==> src/rtl/dslot_pkg.sv <==
package dslot_pkg;
  // Which source loads the fetch address on an advancing edge.
  typedef enum logic [1:0] {
    SRC_SEQ  = 2'd0,  // next sequential word
    SRC_BR   = 2'd1,  // branch resolved in execute this cycle
    SRC_PEND = 2'd2   // redirect parked across a memory-phase stall
  } redir_src_e;
endpackage

==> src/rtl/dslot_next_pc.sv <==
module dslot_next_pc
  import dslot_pkg::*;
#(
  parameter int AW = 16
) (
  input  logic [AW-1:0] pc,
  input  logic          take,
  input  logic [AW-1:0] take_tgt,
  input  logic          pend_v,
  input  logic [AW-1:0] pend_tgt,
  output logic [AW-1:0] nxt,
  output redir_src_e    src
);
  function automatic logic [AW-1:0] pc_step(input logic [AW-1:0] a);
    return a + AW'(1);
  endfunction

  always_comb begin
    if (take) begin
      nxt = take_tgt;
      src = SRC_BR;
    end else if (pend_v) begin
      nxt = pend_tgt;
      src = SRC_PEND;
    end else begin
      nxt = pc_step(pc);
      src = SRC_SEQ;
    end
  end
endmodule

==> src/rtl/dslot_ctl.sv <==
module dslot_ctl (
  input  logic clk,
  input  logic rst,
  input  logic ex_valid,
  input  logic ex_is_mem,
  input  logic br_taken,
  input  logic pend_v,
  output logic stall,
  output logic take_eff,
  output logic slot_bad,
  output logic slot_err
);
  logic in_slot;   // instruction now in execute is a delay slot
  logic br_seen;

  assign br_seen  = br_taken & ex_valid;
  assign take_eff = br_seen & ~in_slot;
  assign slot_bad = br_seen & in_slot;

  always_ff @(posedge clk) begin
    if (rst) begin
      stall    <= 1'b0;
      in_slot  <= 1'b0;
      slot_err <= 1'b0;
    end else begin
      stall    <= ex_valid & ex_is_mem;
      // The slot enters execute on the first advancing edge after the branch.
      in_slot  <= stall ? 1'b0 : (take_eff | pend_v);
      slot_err <= slot_err | slot_bad;
    end
  end

  p_err_sticky_r7: assert property (@(posedge clk) disable iff (rst)
    slot_err |=> slot_err);

  p_err_raise_r7: assert property (@(posedge clk) disable iff (rst)
    slot_bad |=> slot_err);

  p_stall_after_mem_r5: assert property (@(posedge clk) disable iff (rst)
    (ex_valid && ex_is_mem) |=> stall);
endmodule

==> src/rtl/dslot_fetch_seq.sv <==
module dslot_fetch_seq
  import dslot_pkg::*;
#(
  parameter int          AW       = 16,
  parameter logic [AW-1:0] RESET_PC = '0
) (
  input  logic          clk,
  input  logic          rst,
  input  logic          br_taken,
  input  logic [AW-1:0] br_target,
  input  logic          ex_is_mem,
  output logic [AW-1:0] fetch_pc,
  output logic          fetch_stall,
  output logic [AW-1:0] ex_pc,
  output logic          ex_valid,
  output logic          slot_err
);
  logic          stall;
  logic          take_eff;
  logic          slot_bad;
  logic          pend_v;
  logic [AW-1:0] pend_tgt;
  logic [AW-1:0] nxt_pc;
  redir_src_e    nxt_src;

  dslot_ctl u_ctl (
    .clk      (clk),
    .rst      (rst),
    .ex_valid (ex_valid),
    .ex_is_mem(ex_is_mem),
    .br_taken (br_taken),
    .pend_v   (pend_v),
    .stall    (stall),
    .take_eff (take_eff),
    .slot_bad (slot_bad),
    .slot_err (slot_err)
  );

  dslot_next_pc #(.AW(AW)) u_next (
    .pc      (fetch_pc),
    .take    (take_eff),
    .take_tgt(br_target),
    .pend_v  (pend_v),
    .pend_tgt(pend_tgt),
    .nxt     (nxt_pc),
    .src     (nxt_src)
  );

  always_ff @(posedge clk) begin
    if (rst) begin
      fetch_pc <= RESET_PC;
      ex_pc    <= '0;
      ex_valid <= 1'b0;
      pend_v   <= 1'b0;
      pend_tgt <= '0;
    end else if (stall) begin
      // Memory phase: hold fetch, bubble into execute, park any redirect.
      ex_valid <= 1'b0;
      if (take_eff) begin
        pend_v   <= 1'b1;
        pend_tgt <= br_target;
      end
    end else begin
      ex_valid <= 1'b1;
      ex_pc    <= fetch_pc;
      fetch_pc <= nxt_pc;
      pend_v   <= 1'b0;
    end
  end

  assign fetch_stall = stall;

  p_seq_step_r2: assert property (@(posedge clk) disable iff (rst)
    (!stall && !take_eff && !pend_v) |=> fetch_pc == $past(fetch_pc) + AW'(1));

  p_exec_follows_r2: assert property (@(posedge clk) disable iff (rst)
    !stall |=> (ex_valid && ex_pc == $past(fetch_pc)));

  p_redirect_r3: assert property (@(posedge clk) disable iff (rst)
    (take_eff && !stall) |=> fetch_pc == $past(br_target));

  p_stall_hold_r5: assert property (@(posedge clk) disable iff (rst)
    stall |=> (fetch_pc == $past(fetch_pc) && !ex_valid));

  p_pend_bubble_r6: assert property (@(posedge clk) disable iff (rst)
    (nxt_src == SRC_PEND) |-> !ex_valid);

  p_pend_apply_r6: assert property (@(posedge clk) disable iff (rst)
    (pend_v && !stall) |=> fetch_pc == $past(pend_tgt));

  p_slot_ignored_r7: assert property (@(posedge clk) disable iff (rst)
    (slot_bad && !stall && !pend_v) |=> fetch_pc == $past(fetch_pc) + AW'(1));
endmodule

==> config.mk <==
export PLATFORM = sky130hd
export DESIGN_NAME = dslot_fetch_seq
export DESIGN_NICKNAME = d
export VERILOG_FILES = /design/src/rtl/dslot_pkg.sv /design/src/rtl/dslot_next_pc.sv /design/src/rtl/dslot_ctl.sv /design/src/rtl/dslot_fetch_seq.sv
export SDC_FILE = /design/constraint.sdc
export NUM_CORES = 1
export LEC_CHECK = 0
export ABC_AREA = 0
export BUFFER_PORTS_ARGS = -buffer_cell sky130_fd_sc_hd__clkbuf_2
export CAP_MARGIN = 15
export CORE_ASPECT_RATIO = 1.2
export CORE_UTILIZATION = 29
export CTS_CLUSTER_DIAMETER = 60
export CTS_CLUSTER_SIZE = 10
export DETAILED_ROUTE_END_ITERATION = 7
export REMOVE_ABC_BUFFERS = 1
export SLEW_MARGIN = 10
export SYNTH_ARGS = -nofsm -noshare
export SYNTH_HDL_FRONTEND = slang
export SYNTH_SLANG_ARGS = --single-unit
==> constraint.sdc <==
create_clock -name clk -period 3.2 [get_ports clk]
set_input_delay 0.32 -clock clk [delete_from_list [all_inputs] [get_ports clk]]
set_output_delay 0.32 -clock clk [all_outputs]
set_load 0.02 [all_outputs]
==> metrics.cfg, run 1 <==
[clock_network]
cts_buffers=5
cts_tree=yes
post_cts_buffers=0
numClockSinks=53
clk_pin_slew_ns=0.10
clock-root-buffer=clkbuf_8
hold_buffers=0
cts_buffer_depth=2
clock_latency_ns=0.31
cts-resized-gates=0
htree_levels=2

[yosys]
syn_area_sq_um=2410
yosys.cell_types.count=45
synth_edf_count=0
syn-instance-count=294
synth_area_leaders=dfxtp_1 (44%), nand2_1 (8.1%), a21oi_1 (7.9%)
synth_ff_type=dfxtp_1
synthArstFlopShare=0
yosys.area.top_type=dfxtp_1
ys_top_cells_by_count=dfxtp_1 (53), nand2_1 (52), a21oi_1 (38)
syn_area_per_cell_sq_um=8.21
yosysSeqAreaShare=0.440
ys_ff_latch=53
yosysMostFrequentCell=dfxtp_1
synth_top_area_share=0.440
yosys_warnings=0

[power_and_ir_drop]
ir_worst_vdd_uv=174
p_leak_nw=1.08
p_per_area_nw_per_um2=484

[timing]
drv_slew=0
worstMarginPinSlew_ns=0.678
maxSlewHeadroom=0.548
hold_viol=0
fmax_mhz=520
rsz0062_at_grt=false
setup_violations=0
min_period_ns=1.92
fin_skew_ns=0.0141
period_share=0.601
finalSetupTns_ns=0

[routing]
drt-total-wl_mm=6.14
wl_per_cell_um=14.1
dr.first_iter.drc_count=142
drt-pass1-iter-count=4
drc=0
avgViaCountPerCell=5.06
antenna_left=0
vias=2205

[cells_and_area]
fillCellCount=870
multi_input_area_sq_um=1210
fin_util=0.352
syn_to_final_growth_pct=18.5
drive_gt1_frac=0.217
fin_nets=361
register_area_sq_um=1060
antenna_cells=0

[die]
start_util=0.298
die_w_um=85.3
placementRows=36
core-area_sq_um=8110
fp.dieH_um=102
io_pins=55
dieArea_sq_um=8690

[worst_hold_path]
hold_class=in2reg

[setup_path]
startpoint_type=flop
crit_fanout=7
cp.arrival_ns=2.13
path_class=reg2reg
required_ns=3.41
end_kind=flop

[global_route]
antenna_found_initial=0
grt_pass1_vias=2086
overflow=0
grt_max_degree=51
track_usage=0.147
grt_pass1_wl_mm=10.1

[place]
io_buffers=54
hpwl_mm=4.09
gp_congestion=0.766

[run]
cap_violations=0

[outcome]
status=finished clean

## cell families (layout without fill, tap and decap cells)
family	Yosys count	in the layout	share of synthesized area
AO/OA/AOI/OAI	69	69	0.172
XOR/XNOR	7	7	0.0254
adder cells (fa/ha/maj)	1	1	0.00519
buffers and inverters	30	77	0.0565
flip-flops	53	53	0.440
multiplexers	17	17	0.0705
AND/OR/NAND/NOR	117	117	0.230
## worst max-delay path, stage by stage, from the launching register on
cell	delay [ns]
dfxtp_1	0.45
ha_1	0.24
nand3_2	0.16
nor4_4	0.41
nand3_2	0.12
and3_1	0.18
o31a_1	0.27
## power by group
| part | internal [mW] | total, mW | switching (mW) |
|---|---|---|---|
| registers | 0.688 | 0.721 | 0.0334 |
| clock network | 0.255 | 0.478 | 0.222 |
| logic | 0.0706 | 0.186 | 0.115 |
| total | 1.01 | 1.38 | 0.371 |
## flip-flops by register name, summed over array words and instances (netlist names)
register,cells
u_ctl.in_slot,1
fetch_pc,16
pend_tgt,16
u_ctl.slot_err,1
ex_valid,1
u_ctl.stall,1
ex_pc,16
pend_v,1
## final cells by class
| cell class | instances | share of cell area |
|---|---|---|
| Inverter | 10 | 0.0131 |
| Tap cell | 95 | 0.0416 |
| Multi-Input combinational cell | 211 | 0.425 |
| Sequential cell | 53 | 0.372 |
| Clock buffer | 7 | 0.0302 |
| Clock inverter | 1 | 0.0105 |
| Timing Repair Buffer | 59 | 0.108 |
## cell usage in the layout (no fill, tap or decap), types with 6 or more instances in the layout
cell type and n:
xnor2_1 7, inv_1 10, clkbuf_2 54, nand2_1 52, nand3_1 6, a21oi_1 38, clkbuf_8 6, dfxtp_1 52
mux2i_1 17, nor2_1 31
## per-stage QoR
stage | power, mW | setup slack (ns) | hold WS [ns] | std cells | cell area (sq um)
6_report | 1.38 | 1.28 | 0.216 | 436 | 2860
5_1_grt | 1.45 | 1.17 | 0.216 | 436 | 2860
4_1_cts | 1.40 | 1.26 | 0.212 | 436 | 2860
3_5_place_dp | 0.923 | 1.28 | 0.444 | 428 | 2740
3_3_place_gp | 0.921 | 1.34 | 0.439 | 428 | 2740
2_1_floorplan | 0.844 | 0.827 | 0.389 | 274 | 2310
## metal layers
metal	vias up	share of wire	GRT usage
li1	1100	-	-
met1	1023	0.45	0.178
met4	0	0.015	0.0513
met2	71	0.47	0.254
met5	-	0	0
met3	11	0.061	0.0380
## path summary, 6_finish.rpt
path / slack (ns) / to / cells after the start / startpoint
max reg2reg: 1.28 / fetch_pc[14] / 6 / fetch_pc[0]
max: 1.28 / fetch_pc[14] / 6 / fetch_pc[0]
min: 0.22 / u_ctl.stall / 3 / ex_is_mem
min reg2reg: 0.46 / pend_tgt[7] / 2 / pend_tgt[7]
Note: power is estimated with default switching activity, not from simulation.
==> run 2: changes to the inputs <==
--- a/config.mk
+++ b/config.mk
@@ -5,7 +5,7 @@
 export SDC_FILE = /design/constraint.sdc
 export NUM_CORES = 1
 export LEC_CHECK = 0
-export ABC_AREA = 0
+export ABC_AREA = 1
 export BUFFER_PORTS_ARGS = -buffer_cell sky130_fd_sc_hd__clkbuf_2
 export CAP_MARGIN = 15
 export CORE_ASPECT_RATIO = 1.2
==> constraint.sdc (replaced) <==
create_clock -name clk -period 1.7 [get_ports clk]
set_input_delay 0.17 -clock clk [delete_from_list [all_inputs] [get_ports clk]]
set_output_delay 0.17 -clock clk [all_outputs]
set_load 0.02 [all_outputs]
==> run 2 against run 1 <==
  * Final area up 4.8%
  * Worst hold slack worse by 0.15 ns
  * Total power up 72%
  * Area after synthesis up 4.5%
  * Synthesized cell count up 18%
  * Sequential cell count unchanged
  * Clock-buffer cell count unchanged
  * Fmax up 25%
  * Register-to-register slack worse by 1.1 ns
  * Global-route usage down 0.43 points
  * Clock skew down 0.0092 ns
  * Critical path type unchanged
  * Largest cell class unchanged
  * Largest power group unchanged
  * Highest routed layer unchanged
==> metrics.cfg, run 2 <==
[timing]
period_share=0.905
setup_violations=0
worstMarginPinSlew_ns=0.477
hold_viol=0
fin_worst_hold_slack_ns=0.0623
rsz0062_at_grt=false
maxSlewHeadroom=0.682
min_period_ns=1.54
fmax_mhz=650
drv_slew=0
fin_skew_ns=0.00487

[power_and_ir_drop]
p_leak_nw=1.24
finalPower_mw=2.38
ir_worst_vdd_uv=324
p_per_area_nw_per_um2=794

[global_route]
antenna_found_initial=0
grt_pass1_vias=2183
track_usage=0.143
grt_max_degree=23
grt_pass1_wl_mm=10.1
overflow=0

[die]
placementRows=36
dieArea_sq_um=9070
core-area_sq_um=8290
io_pins=55
start_util=0.304
die_w_um=87.1
fp.dieH_um=104

[yosys]
yosysMostFrequentCell=nand2_1
yosysSeqAreaShare=0.421
synth_area_leaders=dfxtp_1 (42%), nand2_1 (15%), a211oi_2 (6.9%)
yosys_warnings=0
syn_area_per_cell_sq_um=7.29
yosys.cell_types.count=22
synth_edf_count=0
synth_ff_type=dfxtp_1
ys_top_cells_by_count=nand2_1 (101), dfxtp_1 (53), inv_1 (41)
ys_ff_latch=53
synth_top_area_share=0.421
yosys.area.top_type=dfxtp_1
synthArstFlopShare=0
syn_area_sq_um=2520
syn-instance-count=346

[setup_path]
cp.arrival_ns=1.74
required_ns=1.90
reg2reg_setup_slack_ns=0.16
end_kind=flop
r2r_cells=8
timing.rr.start=fetch_pc[0]
reg2reg_to=fetch_pc[10]
path_class=reg2reg
startpoint_type=flop
crit_fanout=6

[cells_and_area]
antenna_cells=0
post-route-cell-area_sq_um=2990
fillCellCount=915
syn_to_final_growth_pct=18.8
fin_nets=424
reg_top3=ex_pc: 16 flops, fetch_pc: 16 flops, pend_tgt: 16 flops
fin_util=0.361
multi_input_area_sq_um=1190
register_area_sq_um=1060
drive_gt1_frac=0.246
final_cell_mix=nand2_1 (101), clkbuf_2 (54), dfxtp_1 (53)
layout_commonest_cell=nand2_1

[clock_network]
clock_latency_ns=0.31
hold_buffers=0
clk_pin_slew_ns=0.09
cts_buffer_depth=2
cts_tree=yes
clock-root-buffer=clkbuf_8
htree_levels=2
cts_buffers=5
numClockSinks=53

[worst_hold_path]
min_path_cells=3
hold_class=in2reg
hold_path_end=u_ctl.stall
min_from=ex_is_mem

[routing]
drt-total-wl_mm=6.18
avgViaCountPerCell=4.51
vias=2331
drc=0
wl_per_cell_um=12.0
antenna_left=0
dr.first_iter.drc_count=116
drt-pass1-iter-count=4

[run]
cap_violations=0

[place]
hpwl_mm=4.65
placed_area_sq_um=2910
gp_congestion=0.809
io_buffers=54

[outcome]
status=finished clean

## run 2: cell count changes after synthesis, moves of 8 or more
cell      delta
nand2_1     +49
inv_1       +31
a21oi_1     -30
o21ai_0     +26
mux2i_1     -17
a211oi_2    +14
clkbuf_1    -12
nand3_1      +9
nor2_2       +8
## run 2: kinds of logic after synthesis
family,synth area share
AND/OR/NAND/NOR,0.267
XOR/XNOR,0.0139
buffers and inverters,0.107
AO/OA/AOI/OAI,0.186
flip-flops,0.421
adder cells (fa/ha/maj),0.00496
## run 2: layout make-up
cell class	count	area share
clock buffers	7	0.0288
flip-flops and latches	53	0.354
inverters	43	0.0539
multi-input cells	237	0.398
well taps	114	0.0476
repair buffers	63	0.117
## run 2: routing by layer
metal  GRT usage  up-vias  part of all wire  wire, um
met5           0        -                 0         0
met4      0.0808        0             0.032       200
met3      0.0333       16             0.052       320
met2       0.230       61              0.48      2970
met1       0.172     1040              0.44      2690
li1            -     1214                 -         -
## run 2: worst max-delay path, cell delays in order, from the launching register on
cell and delay, ns:
dfxtp_1 0.46, ha_1 0.22, nand2_2 0.09, nor2_2 0.25, nand3_1 0.11, nand2_1 0.07, nor2_1 0.04, o21ai_1 0.11
o21ai_1 0.08
## run 2: how the worst max path moves through the flow
| stage | start | to | slack (ns) |
|---|---|---|---|
| after floorplan | ex_valid | pend_tgt[0] | -0.17 |
| after global placement | fetch_pc[0] | fetch_pc[8] | 0.21 |
| after detailed placement | fetch_pc[0] | fetch_pc[10] | 0.17 |
| after CTS | fetch_pc[0] | fetch_pc[10] | 0.16 |
| after global routing | fetch_pc[0] | fetch_pc[10] | 0.03 |
| final | fetch_pc[0] | fetch_pc[10] | 0.16 |
## run 2: timing repair
item                       4_1_cts  5_1_grt
hold endpoints to repair         0        0
setup endpoints to repair        0        2
setup buffers                    0        0
resized for setup                0        1
## run 2: stage by stage
step           setup WS (ns)  instances  TNS (ns)
2_1_floorplan         -0.169        333     -2.55
3_3_place_gp           0.213        510         0
3_5_place_dp           0.173        510         0
4_1_cts                0.157        517         0
5_1_grt               0.0302        517         0
6_report               0.162        517         0
## run 2: power by group
part	switching, mW	total, mW	leakage, nW	internal (mW)
clock network	0.405	0.730	0.0443	0.324
logic	0.198	0.307	0.762	0.109
registers	0.0511	1.34	0.431	1.29
total	0.655	2.38	1.24	1.72
